### src/rtl/rxs_pkg.sv
package rxs_pkg;
    localparam int STAT_W   = 8;
    localparam int BIT_RI   = 7;
    localparam int BIT_POR  = 4;

    typedef enum logic [1:0] {
        POR_KEEP  = 2'd0,
        POR_SET   = 2'd1,
        POR_CLEAR = 2'd2
    } por_act_e;

    function automatic logic [STAT_W-1:0] pack_status(input logic ri, input logic por);
        logic [STAT_W-1:0] w;
        w          = '0;
        w[BIT_RI]  = ri;
        w[BIT_POR] = por;
        return w;
    endfunction
endpackage

### src/rtl/rxs_flag_unit.sv
module rxs_flag_unit #(
    parameter int PAGE_W = 2,
    parameter int NID_W  = 8
) (
    input  logic              clk,
    input  logic              rst_n,
    input  logic              sw_reset,
    input  logic              nid_wr_en,
    input  logic [NID_W-1:0]  nid_wr_data,
    input  logic              cmd_enrx,
    input  logic [PAGE_W-1:0] cmd_page,
    input  logic              cmd_clrflags,
    input  logic              pkt_deposited,
    output logic              ri_q,
    output logic              por_q,
    output logic [PAGE_W-1:0] page_q
);
    import rxs_pkg::*;

    typedef struct packed {
        logic              ri;
        logic              por;
        logic [PAGE_W-1:0] page;
    } flag_st_t;

    flag_st_t st_q, st_d;
    por_act_e por_act;
    logic     nid_zero;

    always_comb begin
        nid_zero = nid_wr_en && (nid_wr_data == '0);
        if (sw_reset || nid_zero)
            por_act = POR_SET;
        else if (cmd_clrflags)
            por_act = POR_CLEAR;
        else
            por_act = POR_KEEP;
    end

    always_comb begin
        st_d = st_q;
        case (por_act)
            POR_SET:   st_d.por = 1'b1;
            POR_CLEAR: st_d.por = 1'b0;
            default:   st_d.por = st_q.por;
        endcase
        if (sw_reset) begin
            st_d.ri   = 1'b1;
            st_d.page = '0;
        end else if (cmd_enrx) begin
            st_d.ri   = 1'b0;
            st_d.page = cmd_page;
        end else if (pkt_deposited && !st_q.ri) begin
            st_d.ri   = 1'b1;
        end
    end

    always_ff @(posedge clk or negedge rst_n) begin
        if (!rst_n) begin
            st_q.ri   <= 1'b1;
            st_q.por  <= 1'b1;
            st_q.page <= '0;
        end else begin
            st_q <= st_d;
        end
    end

    assign ri_q   = st_q.ri;
    assign por_q  = st_q.por;
    assign page_q = st_q.page;
endmodule

### src/rtl/rxs_irq_mask.sv
module rxs_irq_mask #(
    parameter int W = 8
) (
    input  logic         clk,
    input  logic         rst_n,
    input  logic         mask_wr_en,
    input  logic [W-1:0] mask_wr_data,
    input  logic [W-1:0] status,
    output logic [W-1:0] mask_q,
    output logic         irq_q
);
    typedef struct packed {
        logic [W-1:0] mask;
        logic         irq;
    } irq_st_t;

    irq_st_t st_q, st_d;
    logic [W-1:0] hit;

    genvar gi;
    generate
        for (gi = 0; gi < W; gi++) begin : g_hit
            assign hit[gi] = status[gi] & st_q.mask[gi];
        end
    endgenerate

    always_comb begin
        st_d     = st_q;
        st_d.irq = |hit;
        if (mask_wr_en)
            st_d.mask = mask_wr_data;
    end

    always_ff @(posedge clk or negedge rst_n) begin
        if (!rst_n) begin
            st_q <= '0;
        end else begin
            st_q <= st_d;
        end
    end

    assign mask_q = st_q.mask;
    assign irq_q  = st_q.irq;
endmodule

### src/rtl/rxs_ack_decide.sv
module rxs_ack_decide (
    input  logic pkt_incoming,
    input  logic ri_q,
    output logic rx_ack,
    output logic rx_nak
);
    always_comb begin
        rx_ack = 1'b0;
        rx_nak = 1'b0;
        if (pkt_incoming) begin
            if (ri_q) rx_nak = 1'b1;
            else      rx_ack = 1'b1;
        end
    end
endmodule

### src/rtl/rxs_status_top.sv
module rxs_status_top #(
    parameter int PAGE_W = 2,
    parameter int NID_W  = 8
) (
    input  logic                      clk,
    input  logic                      rst_n,
    input  logic                      sw_reset,
    input  logic                      nid_wr_en,
    input  logic [NID_W-1:0]          nid_wr_data,
    input  logic                      cmd_enrx,
    input  logic [PAGE_W-1:0]         cmd_page,
    input  logic                      cmd_clrflags,
    input  logic                      pkt_deposited,
    input  logic                      pkt_incoming,
    input  logic                      mask_wr_en,
    input  logic [rxs_pkg::STAT_W-1:0] mask_wr_data,
    output logic [rxs_pkg::STAT_W-1:0] status,
    output logic [PAGE_W-1:0]         rx_page,
    output logic                      irq,
    output logic                      rx_ack,
    output logic                      rx_nak
);
    import rxs_pkg::*;

    logic              ri_q;
    logic              por_q;
    logic [STAT_W-1:0] mask_q;

    rxs_flag_unit #(.PAGE_W(PAGE_W), .NID_W(NID_W)) u_flags (
        .clk(clk), .rst_n(rst_n), .sw_reset(sw_reset),
        .nid_wr_en(nid_wr_en), .nid_wr_data(nid_wr_data),
        .cmd_enrx(cmd_enrx), .cmd_page(cmd_page),
        .cmd_clrflags(cmd_clrflags), .pkt_deposited(pkt_deposited),
        .ri_q(ri_q), .por_q(por_q), .page_q(rx_page)
    );

    assign status = pack_status(ri_q, por_q);

    rxs_irq_mask #(.W(STAT_W)) u_irq (
        .clk(clk), .rst_n(rst_n), .mask_wr_en(mask_wr_en),
        .mask_wr_data(mask_wr_data), .status(status),
        .mask_q(mask_q), .irq_q(irq)
    );

    rxs_ack_decide u_ack (
        .pkt_incoming(pkt_incoming), .ri_q(ri_q),
        .rx_ack(rx_ack), .rx_nak(rx_nak)
    );
endmodule

### config.mk
export PLATFORM = sky130hd
export DESIGN_NAME = rxs_status_top
export DESIGN_NICKNAME = d
export VERILOG_FILES = /design/src/rtl/rxs_pkg.sv /design/src/rtl/rxs_flag_unit.sv /design/src/rtl/rxs_irq_mask.sv /design/src/rtl/rxs_ack_decide.sv /design/src/rtl/rxs_status_top.sv
export SDC_FILE = /design/constraint.sdc
export NUM_CORES = 1
export LEC_CHECK = 0
export ABC_CLOCK_PERIOD_IN_PS = 1700
export BUFFER_PORTS_ARGS = -buffer_cell sky130_fd_sc_hd__buf_4
export CAP_MARGIN = 30
export CORE_AREA = 3 3 40 42
export DETAILED_ROUTE_END_ITERATION = 10
export DIE_AREA = 0 0 43 45
export PLACE_DENSITY = 0.7
export SLEW_MARGIN = 20
export SYNTH_ARGS = -nofsm -noshare
export SYNTH_HDL_FRONTEND = slang
export SYNTH_SLANG_ARGS = --single-unit
export TNS_END_PERCENT = 10
### constraint.sdc
create_clock -name clk -period 1.7 [get_ports clk]
set_clock_uncertainty 0.15 [all_clocks]
set_input_delay 0.34 -clock clk [delete_from_list [all_inputs] [get_ports clk]]
set_output_delay 0.34 -clock clk [all_outputs]
set_load 0.05 [all_outputs]
==> results_tabular.tex, run 1 <==
\begin{tabular}{lr}
\hline
Metric & Value \\
\hline
\multicolumn{2}{l}{\textbf{Setup path}} \\
Count of buffering cells on the critical path with inverters included & 1 \\
Critical Path Slowest Stage Cell & dfstp\_2 \\
Critical Path Start Type & flop \\
Worst path top cell family by delay & flip-flops \\
Largest fanout of any net on the critical path & 5 \\
Critical path capture point type & primary output \\
Series of cell instances along the critical path & and2\_1 -> buf\_4 \\
Startpoint-to-endpoint class of the critical path & reg -> out \\
Arr. time, crit path & 1.12 ns \\
Worst stage delay on the critical path & 0.56 ns \\
Worst path required time & 1.21 ns \\
\multicolumn{2}{l}{\textbf{Worst hold path}} \\
Classification of the worst-slack hold path & in -> reg \\
\multicolumn{2}{l}{\textbf{Floorplanning}} \\
Vertical die dimension & 45 microns \\
Die area & 1940 sq um \\
Row count & 13 \\
Starting Density & 0.287 \\
Die span in x & 43 microns \\
Number of top-level pins & 40 \\
Core Area & 1280 sq um \\
\multicolumn{2}{l}{\textbf{Layout}} \\
P\&R area growth vs syn & 58.6\% \\
Nets@finish & 89 \\
Commonest non-fill, non-tap cells in the layout & buf\_4 (27), conb\_1 (6), dfrtp\_1 (5) \\
Utilization after layout & 0.456 \\
Number of antenna cells inserted & 0 \\
Share of layout cells above drive strength 1 & 0.590 \\
Most common library cell in the layout ignoring fill and taps & buf\_4 \\
Layout filler cell count & 129 \\
\multicolumn{2}{l}{\textbf{Power}} \\
Internal & 333 uW \\
Power density cells & 848 nW/um\^{}2 \\
Static leakage power & 0.000301 uW \\
Part of the total power dissipated in sequential elements & 0.385 \\
Part of the total power dissipated in combinational logic & 0.312 \\
Maximum ir drop on the vdd rail & 0.273 mV \\
Switch share & 0.330 \\
Net load switching power & 164 uW \\
Clock Power Share & 0.303 \\
\multicolumn{2}{l}{\textbf{Logic synthesis}} \\
Biggest area contributors in the synthesized netlist & dfrtp\_1 (34\%), buf\_4 (16\%), dfstp\_2 (14\%) \\
Fraction of the yosys area taken by sequential cells & 0.481 \\
Number of synthesized register bits & 7 \\
Total number of yosys warnings & 0 \\
Post-synth design cell area & 369 sq um \\
Library cell occupying the most area in the post-synthesis netlist & dfrtp\_1 \\
Mean instance size in the synthesized netlist & 11.5 sq um \\
Post-synthesis instance total & 32 \\
Number of distinct library cell variants in the gate-level netlist after synthesis & 16 \\
Area fraction of the dominant cell type after synthesis & 0.339 \\
\multicolumn{2}{l}{\textbf{Clock network}} \\
Number of buffers inserted during clock tree synthesis & 3 \\
Clock slew at the register clock pins of the worst setup and hold paths & 0.05 ns \\
Buffer levels on the longest clock path & 2 \\
CTS tree & done \\
Insertion delay to the later sink of the worst-skew pair & 0.25 ns \\
Number of clock sinks & 7 \\
Number of hold buffers added after CTS & 1 \\
Root Buffer Master & clkbuf\_4 \\
Count of H-tree levels built during CTS & 1 \\
Resized Gates After CTS & 0 \\
Buffer count from post-CTS setup fixing & 0 \\
\multicolumn{2}{l}{\textbf{Drt}} \\
Number of DRC markers after the initial detailed-route iteration & 1 \\
First-pass iteration count of the detailed router & 2 \\
Number of DRC violations after detailed routing & 0 \\
Via count & 318 \\
Post-Route WL & 823 microns \\
Number of antenna-violating nets in the routed design & 0 \\
Vias per inst & 4.18 \\
Routed WL per cell & 10.8 microns \\
\multicolumn{2}{l}{\textbf{STA}} \\
Setup repair after global routing missed its margin & false \\
Number of setup violations in the final report & 0 \\
Top achievable clock speed & 620 MHz \\
Number of slew-limit violations in the final report & 0 \\
Final hold violations & 0 \\
Shortest period the worst path allows & 1.61 ns \\
Final setup TNS & 0 ns \\
Portion of the clock cycle consumed by the worst path in the final layout & 0.948 \\
\multicolumn{2}{l}{\textbf{Place}} \\
Number of I/O port buffers & 27 \\
Post-DP HPWL & 715 microns \\
GPL Wtd Cong & 0.633 \\
\multicolumn{2}{l}{\textbf{Global routing}} \\
Maximum number of pins on one net before global-route repair & 8 \\
Antenna violations before repair & 0 \\
Global-route total usage across every layer & 0.0866 \\
Leftover overflow at the end of global routing & 0 \\
Wire length of the first global-routing pass & 1160 microns \\
Vias in the first global route & 280 \\
\multicolumn{2}{l}{\textbf{Job}} \\
Number of maximum-capacitance violations & 0 \\
\multicolumn{2}{l}{\textbf{Outcome}} \\
Outcome & complete, no violations \\
\hline
\end{tabular}
## layout make-up
| cell class | instances | area (sq um) | share of cell area |
|---|---|---|---|
| clock buffer | 4 | 26.3 | 0.0449 |
| inverter | 1 | 3.75 | 0.00641 |
| multi-input combinational | 21 | 146 | 0.250 |
| sequential | 7 | 178 | 0.303 |
| tap | 15 | 18.8 | 0.0321 |
| timing repair buffer | 28 | 213 | 0.363 |
## kinds of logic after synthesis
family	Yosys count	synth area share
buffers and inverters	9	0.173
DFF	7	0.481
and+or+nand+nor	7	0.119
AOI/OAI and AO/OA	4	0.102
muxes	4	0.115
other	1	0.0102
## state kept, by name (all words and copies together) (netlist names)
signal	flops
u_flags.page_q	2
u_irq.irq_q	1
u_flags.ri_q	1
u_flags.por_q	1
u_irq.mask_q	2
## Yosys cell counts (all sizes together)
library cell and n:
nor2 3, nand3b 1, a22o 1, conb 1, mux2i 2, dfrtp 5, and2 1, dfstp 2
inv 1, a21oi 1, o21bai 1, nor4 1, o41ai 1, buf 8, mux2 2, nor2b 1
## power by group through the flow
stage / Combinational (uW) / Clock [uW] / Sequential (uW)
floorplan: 85.6 / 0 / 213
finish: 155 / 151 / 191
global route: 163 / 175 / 193
detailed placement: 154 / 0 / 194
CTS: 156 / 161 / 192
global placement: 152 / 0 / 194
## per-layer routing
metal / GRT usage / up-vias / part of all wire
li1: - / 155 / -
met1: 0.0842 / 152 / 0.32
met2: 0.141 / 11 / 0.59
met3: 0.0518 / 0 / 0.092
met4: 0.0542 / 0 / 0
met5: 0 / - / 0
## stage by stage
stage               hold WS, ns  setup slack [ns]  std cells  cell area, sq um  power [uW]
finish                   0.0845            0.0880         76               586         496
global route             0.0670            0.0332         76               586         531
CTS                      0.0717            0.0682         76               586         509
detailed placement      0.00866             0.349         71               549         349
global placement        0.00589             0.361         71               549         346
floorplan                -0.106             0.151         37               388         299
## final timing paths
check	startpoint	end	slack, ns	cells after the start
setup / recovery	u_flags.ri_q	rx_nak	0.09	2
hold / removal	nid_wr_data[7]	u_flags.por_q	0.08	2
setup reg to reg	u_flags.ri_q	u_flags.ri_q	0.74	2
hold reg to reg	u_irq.mask_q[7]	u_irq.irq_q	0.34	1
max in group asynchronous	rst_n	u_flags.ri_q	0.91	2
min in group asynchronous	rst_n	u_irq.mask_q[7]	0.29	2
## worst reg2reg max path, cell delays in order (launching register included)
cell and delay, ns:
dfstp_2 0.56, nor2_1 0.05, o21bai_1 0.13
Note: power is estimated with default switching activity, not from simulation.
==> inputs of run 2 (changes only) <==
Settings changed: SETUP_SLACK_MARGIN from default to 0.1.
==> run 2 against run 1 <==
Against the previous run: fmax rose by 3.1%; cell count rose by 1.3%; sequential cell count is the same; setup slack gained 0.049 ns; first-iteration DRC count did not move; sequential share of layout area decreased by 0.88 points; via count grew 0.31%; power grew 1.2%; highest routed layer unchanged; global-route usage did not move; combinational power grew 5%.
==> results_tabular.tex, run 2 (synthesis results as in run 1) <==
\begin{tabular}{lr}
\hline
Metric & Value \\
\hline
\multicolumn{2}{l}{\textbf{Clock network}} \\
Number of clock sinks & 7 (unchanged) \\
Number of buffers inserted during clock tree synthesis & 3 (unchanged) \\
Root Buffer Master & clkbuf\_4 (unchanged) \\
Insertion delay to the later sink of the worst-skew pair & 0.25 ns (about the same) \\
Count of H-tree levels built during CTS & 1 (unchanged) \\
Clock slew at the register clock pins of the worst setup and hold paths & 0.05 ns (about the same) \\
Buffer levels on the longest clock path & 2 (unchanged) \\
CTS tree & done (unchanged) \\
\multicolumn{2}{l}{\textbf{STA}} \\
Number of setup violations in the final report & 0 (unchanged) \\
Portion of the clock cycle consumed by the worst path in the final layout & 0.919 (was 0.948) \\
Final Worst Setup Slack & 0.137 ns (was 0.0880 ns) \\
Final hold violations & 0 (unchanged) \\
Setup repair after global routing missed its margin & true (was false) \\
Shortest period the worst path allows & 1.56 ns (was 1.61 ns) \\
Top achievable clock speed & 640 MHz (was 620 MHz) \\
Final setup TNS & 0 ns (unchanged) \\
Number of slew-limit violations in the final report & 0 (unchanged) \\
\multicolumn{2}{l}{\textbf{Drt}} \\
Number of antenna-violating nets in the routed design & 0 (unchanged) \\
Vias per inst & 4.14 (was 4.18) \\
First-pass iteration count of the detailed router & 2 (unchanged) \\
Post-Route WL & 823 microns (unchanged) \\
Number of DRC violations after detailed routing & 0 (unchanged) \\
Routed WL per cell & 10.7 microns (was 10.8 microns) \\
Number of DRC markers after the initial detailed-route iteration & 1 (unchanged) \\
Via count & 319 (was 318) \\
\multicolumn{2}{l}{\textbf{Worst hold path}} \\
Classification of the worst-slack hold path & in -> reg (unchanged) \\
Startpoint of the lowest-slack hold path & nid\_wr\_data[7] (unchanged) \\
End point of the most critical hold path & u\_flags.por\_q (unchanged) \\
Cell depth of the worst hold path & 2 (unchanged) \\
\multicolumn{2}{l}{\textbf{Setup path}} \\
Worst reg-to-reg path cell count & 3 (was 2) \\
Critical Path Slowest Stage Cell & dfstp\_2 (unchanged) \\
Critical Path Start Type & flop (unchanged) \\
Worst stage delay on the critical path & 0.55 ns (was 0.56 ns) \\
Worst reg2reg path startpoint & u\_flags.ri\_q (unchanged) \\
Worst path required time & 1.21 ns (about the same) \\
Startpoint-to-endpoint class of the critical path & reg -> out (unchanged) \\
Series of cell instances along the critical path & and2\_4 -> buf\_8 (was and2\_1 -> buf\_4) \\
Critical path capture point type & primary output (unchanged) \\
Reg-to-Reg End & u\_flags.ri\_q (unchanged) \\
Largest fanout of any net on the critical path & 4 (was 5) \\
Setup slack of the most critical reg-to-reg path & 0.66 ns (was 0.74 ns) \\
Arr. time, crit path & 1.07 ns (was 1.12 ns) \\
\multicolumn{2}{l}{\textbf{Job}} \\
Number of maximum-capacitance violations & 0 (unchanged) \\
\multicolumn{2}{l}{\textbf{Power}} \\
Part of the total power dissipated in combinational logic & 0.322 (was 0.312) \\
Net load switching power & 164 uW (about the same) \\
Internal & 338 uW (was 333 uW) \\
Clock Power Share & 0.298 (was 0.303) \\
Maximum ir drop on the vdd rail & 0.273 mV (about the same) \\
Power density cells & 833 nW/um\^{}2 (was 848 nW/um\^{}2) \\
Switch share & 0.327 (was 0.330) \\
Static leakage power & 0.000310 uW (was 0.000301 uW) \\
Part of the total power dissipated in sequential elements & 0.380 (was 0.385) \\
Overall power after layout & 502 uW (was 496 uW) \\
\multicolumn{2}{l}{\textbf{Global routing}} \\
Global-route total usage across every layer & 0.0866 (unchanged) \\
Wire length of the first global-routing pass & 1160 microns (unchanged) \\
Antenna violations before repair & 0 (unchanged) \\
Leftover overflow at the end of global routing & 0 (unchanged) \\
Vias in the first global route & 282 (was 280) \\
Maximum number of pins on one net before global-route repair & 8 (unchanged) \\
\multicolumn{2}{l}{\textbf{Floorplanning}} \\
Die span in x & 43 microns (unchanged) \\
Vertical die dimension & 45 microns (unchanged) \\
Core Area & 1280 sq um (unchanged) \\
Die area & 1940 sq um (unchanged) \\
Row count & 13 (unchanged) \\
Number of top-level pins & 40 (unchanged) \\
Starting Density & 0.287 (unchanged) \\
\multicolumn{2}{l}{\textbf{Place}} \\
Number of I/O port buffers & 27 (unchanged) \\
Post-DP HPWL & 715 microns (unchanged) \\
GPL Wtd Cong & 0.633 (unchanged) \\
Pre-CTS worst setup slack & 0.349 ns (unchanged) \\
\multicolumn{2}{l}{\textbf{Layout}} \\
Share of layout cells above drive strength 1 & 0.613 (was 0.590) \\
Layout filler cell count & 128 (was 129) \\
Number of antenna cells inserted & 0 (unchanged) \\
Commonest non-fill, non-tap cells in the layout & buf\_4 (27), conb\_1 (6), dfrtp\_1 (5) (unchanged) \\
Utilization after layout & 0.469 (was 0.456) \\
FF/Latch Area & 178 sq um (unchanged) \\
Nets@finish & 90 (was 89) \\
P\&R area growth vs syn & 63.4\% (was 58.6\%) \\
Most common library cell in the layout ignoring fill and taps & buf\_4 (unchanged) \\
Total area of multi-input combinational cells & 149 sq um (was 146 sq um) \\
\multicolumn{2}{l}{\textbf{Outcome}} \\
Outcome & complete, no violations (unchanged) \\
\hline
\end{tabular}
==> run 2: layout make-up <==
class                      instances  area share
clock buffer                       4      0.0436
inverter                           1     0.00622
multi-input combinational         21       0.247
sequential                         7       0.295
tap                               15      0.0311
timing repair buffer              29       0.378
==> run 2: power groups by stage <==
| stage | clock network [uW] | registers, uW | logic (uW) |
|---|---|---|---|
| 6_report | 150 | 191 | 162 |
| 2_1_floorplan | 0 | 213 | 85.6 |
| 5_1_grt | 175 | 193 | 170 |
| 3_5_place_dp | 0 | 194 | 154 |
| 4_1_cts | 161 | 191 | 160 |
| 3_3_place_gp | 0 | 194 | 152 |
==> run 2: metrics by stage <==
step,cells,hold WS (ns),cell area [sq um]
after floorplan,37,-0.106,388
after detailed placement,71,0.00866,549
after global placement,71,0.00589,549
after CTS,77,0.0717,597
final,77,0.0856,603
after global routing,77,0.0670,603
==> run 2: metal layers <==
metal | track usage | share of wire | up-vias
met5 | 0 | 0 | -
met4 | 0.0542 | 0 | 0
met3 | 0.0518 | 0.098 | 0
met2 | 0.141 | 0.59 | 11
met1 | 0.0842 | 0.31 | 152
li1 | - | - | 156
==> run 2: critical path, delay by kind of cell (launching register included) <==
kind	cells	cell delay, ns
AND/OR/NAND/NOR	1	0.14
buffers and inverters	1	0.13
flip-flops	1	0.55
==> run 2: how the worst max path moves through the flow <==
stage                            start      to  slack (ns)  cells past startpoint
after floorplan           u_flags.ri_q  rx_ack        0.15                      1
after global placement    u_flags.ri_q  rx_nak        0.36                      2
after detailed placement  u_flags.ri_q  rx_nak        0.35                      2
after CTS                 u_flags.ri_q  rx_nak        0.11                      2
after global routing      u_flags.ri_q  rx_nak        0.09                      2
final                     u_flags.ri_q  rx_nak        0.14                      2
==> run 2: repair_timing <==
item                       4_1_cts  5_1_grt
pin swaps                        0        0
hold buffers                     1        0
setup endpoints to repair        1        1
resized for setup                1        2
hold endpoints to repair         7        0
setup buffers                    1        0
==> inputs of run 3 (changes only) <==
Settings changed: RECOVER_POWER from default to 50.
==> run 3 against run 2 <==
Against the previous run: die area is the same; sequential cell count is the same; sequential share of layout area grew 0.18 points; global-route usage is the same; combinational power is essentially flat; clock power is essentially flat; via count is the same; largest power group unchanged.
==> results_tabular.tex, run 3 (synthesis results as in run 1) <==
\begin{tabular}{lr}
\hline
Metric & Value \\
\hline
\multicolumn{2}{l}{\textbf{Outcome}} \\
Outcome & complete, no violations (unchanged) \\
\multicolumn{2}{l}{\textbf{Power}} \\
Switch share & 0.328 (was 0.327) \\
Part of the total power dissipated in combinational logic & 0.321 (was 0.322) \\
Maximum ir drop on the vdd rail & 0.273 mV (about the same) \\
Static leakage power & 0.000307 uW (was 0.000310 uW) \\
Net load switching power & 164 uW (about the same) \\
Part of the total power dissipated in sequential elements & 0.380 (about the same) \\
Clock Power Share & 0.299 (was 0.298) \\
Power density cells & 836 nW/um\^{}2 (was 833 nW/um\^{}2) \\
Internal & 337 uW (was 338 uW) \\
\multicolumn{2}{l}{\textbf{Setup path}} \\
Setup slack of the most critical reg-to-reg path & 0.66 ns (about the same) \\
Worst path required time & 1.21 ns (about the same) \\
Arr. time, crit path & 1.07 ns (about the same) \\
Critical Path Slowest Stage Cell & dfstp\_2 (unchanged) \\
Largest fanout of any net on the critical path & 4 (unchanged) \\
Series of cell instances along the critical path & and2\_4 -> buf\_8 (unchanged) \\
Critical path capture point type & primary output (unchanged) \\
Startpoint-to-endpoint class of the critical path & reg -> out (unchanged) \\
Worst stage delay on the critical path & 0.55 ns (about the same) \\
Critical Path Start Type & flop (unchanged) \\
Worst path top cell family by delay & flip-flops (unchanged) \\
Count of buffering cells on the critical path with inverters included & 1 (unchanged) \\
\multicolumn{2}{l}{\textbf{Clock network}} \\
Count of H-tree levels built during CTS & 1 (unchanged) \\
Root Buffer Master & clkbuf\_4 (unchanged) \\
Number of buffers inserted during clock tree synthesis & 3 (unchanged) \\
Clock slew at the register clock pins of the worst setup and hold paths & 0.05 ns (about the same) \\
Buffer levels on the longest clock path & 2 (unchanged) \\
Insertion delay to the later sink of the worst-skew pair & 0.25 ns (about the same) \\
CTS tree & done (unchanged) \\
Number of clock sinks & 7 (unchanged) \\
\multicolumn{2}{l}{\textbf{STA}} \\
Shortest period the worst path allows & 1.56 ns (unchanged) \\
Top achievable clock speed & 640 MHz (unchanged) \\
Final hold violations & 0 (unchanged) \\
Final setup TNS & 0 ns (unchanged) \\
Number of setup violations in the final report & 0 (unchanged) \\
Final Worst Setup Slack & 0.137 ns (unchanged) \\
Setup repair after global routing missed its margin & true (unchanged) \\
Portion of the clock cycle consumed by the worst path in the final layout & 0.919 (unchanged) \\
Number of slew-limit violations in the final report & 0 (unchanged) \\
\multicolumn{2}{l}{\textbf{Drt}} \\
Post-Route WL & 821 microns (was 823 microns) \\
Via count & 319 (unchanged) \\
Routed WL per cell & 10.7 microns (about the same) \\
Routed wire length on met2 & 484 microns (unchanged) \\
Routed length on met3 & 81 microns (unchanged) \\
Number of DRC markers after the initial detailed-route iteration & 1 (unchanged) \\
Vias per inst & 4.14 (unchanged) \\
Uppermost metal layer occupied by signal nets & met3 (unchanged) \\
First-pass iteration count of the detailed router & 2 (unchanged) \\
Met1 WL & 255 microns (was 257 microns) \\
Number of antenna-violating nets in the routed design & 0 (unchanged) \\
Number of DRC violations after detailed routing & 0 (unchanged) \\
\multicolumn{2}{l}{\textbf{Floorplanning}} \\
Core Area & 1280 sq um (unchanged) \\
Row count & 13 (unchanged) \\
Vertical die dimension & 45 microns (unchanged) \\
Die span in x & 43 microns (unchanged) \\
Number of top-level pins & 40 (unchanged) \\
Starting Density & 0.287 (unchanged) \\
Die area & 1940 sq um (unchanged) \\
\multicolumn{2}{l}{\textbf{Global routing}} \\
Antenna violations before repair & 0 (unchanged) \\
Maximum number of pins on one net before global-route repair & 8 (unchanged) \\
Leftover overflow at the end of global routing & 0 (unchanged) \\
Vias in the first global route & 282 (unchanged) \\
Wire length of the first global-routing pass & 1160 microns (unchanged) \\
Global-route total usage across every layer & 0.0866 (unchanged) \\
\multicolumn{2}{l}{\textbf{Layout}} \\
Share of layout cells above drive strength 1 & 0.597 (was 0.613) \\
Most common library cell in the layout ignoring fill and taps & buf\_4 (unchanged) \\
Utilization after layout & 0.466 (was 0.469) \\
P\&R area growth vs syn & 62.4\% (was 63.4\%) \\
Number of antenna cells inserted & 0 (unchanged) \\
Commonest non-fill, non-tap cells in the layout & buf\_4 (26), conb\_1 (6), dfrtp\_1 (5) (was buf\_4 (27), conb\_1 (6), dfrtp\_1 (5)) \\
Number of standard cells in the final layout excluding fillers & 77 (unchanged) \\
Nets@finish & 90 (unchanged) \\
\multicolumn{2}{l}{\textbf{Place}} \\
Pre-CTS worst setup slack & 0.349 ns (unchanged) \\
Number of I/O port buffers & 27 (unchanged) \\
Post-DP HPWL & 715 microns (unchanged) \\
Cells after DPL & 71 (unchanged) \\
GPL Wtd Cong & 0.633 (unchanged) \\
\multicolumn{2}{l}{\textbf{Job}} \\
Number of maximum-capacitance violations & 0 (unchanged) \\
\multicolumn{2}{l}{\textbf{Worst hold path}} \\
Classification of the worst-slack hold path & in -> reg (unchanged) \\
\hline
\end{tabular}
## run 3: changes by cell type in the layout (fill, tap and decap cells not counted)
cell	previous run	this run
buf_4	27	26
clkbuf_1	1	2
## run 3: power by group through the flow
stage | clock (uW) | sequential [uW] | combinational (uW)
floorplan | 0 | 213 | 85.6
CTS | 161 | 191 | 160
finish | 150 | 191 | 161
detailed placement | 0 | 194 | 154
global placement | 0 | 194 | 152
global route | 175 | 193 | 169
## run 3: final timing paths
kind	startpoint	to	cells past startpoint
max	u_flags.ri_q	rx_nak	2
min	nid_wr_data[7]	u_flags.por_q	2
max reg2reg	u_flags.ri_q	u_flags.ri_q	3
min reg2reg	u_irq.mask_q[7]	u_irq.irq_q	1
max in group asynchronous	rst_n	u_flags.ri_q	2
min in group asynchronous	rst_n	u_flags.page_q[1]	2
## run 3: metal layers
layer | vias to the layer above | track usage
met5 | - | 0
met4 | 0 | 0.0542
met3 | 0 | 0.0518
met2 | 11 | 0.141
met1 | 152 | 0.0842
li1 | 156 | -
## run 3: what timing repair did
item,4_1_cts,5_1_grt
hold buffers,1,0
hold endpoints to repair,7,0
resized for setup,1,2
endpoints found under the setup margin,1,1
setup buffers,1,0
gates cloned,0,0
## run 3: area by class of cell
class / instances / area (sq um)
Multi-Input combinational cell: 21 / 149
Sequential cell: 7 / 178
Fill cell: 130 / 686
Clock buffer: 4 / 26.3
Timing Repair Buffer: 29 / 224
Inverter: 1 / 3.75
Tap cell: 15 / 18.8
## run 3: worst reg2reg max path: cells and delay by family (launching register included)
family | cells | cell delay, ns
and+or+nand+nor | 1 | 0.03
buffers and inverters | 1 | 0.11
AOI/OAI and AO/OA | 1 | 0.12
DFF | 1 | 0.55
## run 3: stage by stage
stage | instance area [sq um] | hold slack (ns) | total power (uW)
4_1_cts | 597 | 0.0717 | 512
3_3_place_gp | 549 | 0.00589 | 346
2_1_floorplan | 388 | -0.106 | 299
3_5_place_dp | 549 | 0.00866 | 349
6_report | 599 | 0.0856 | 501
5_1_grt | 599 | 0.0670 | 536
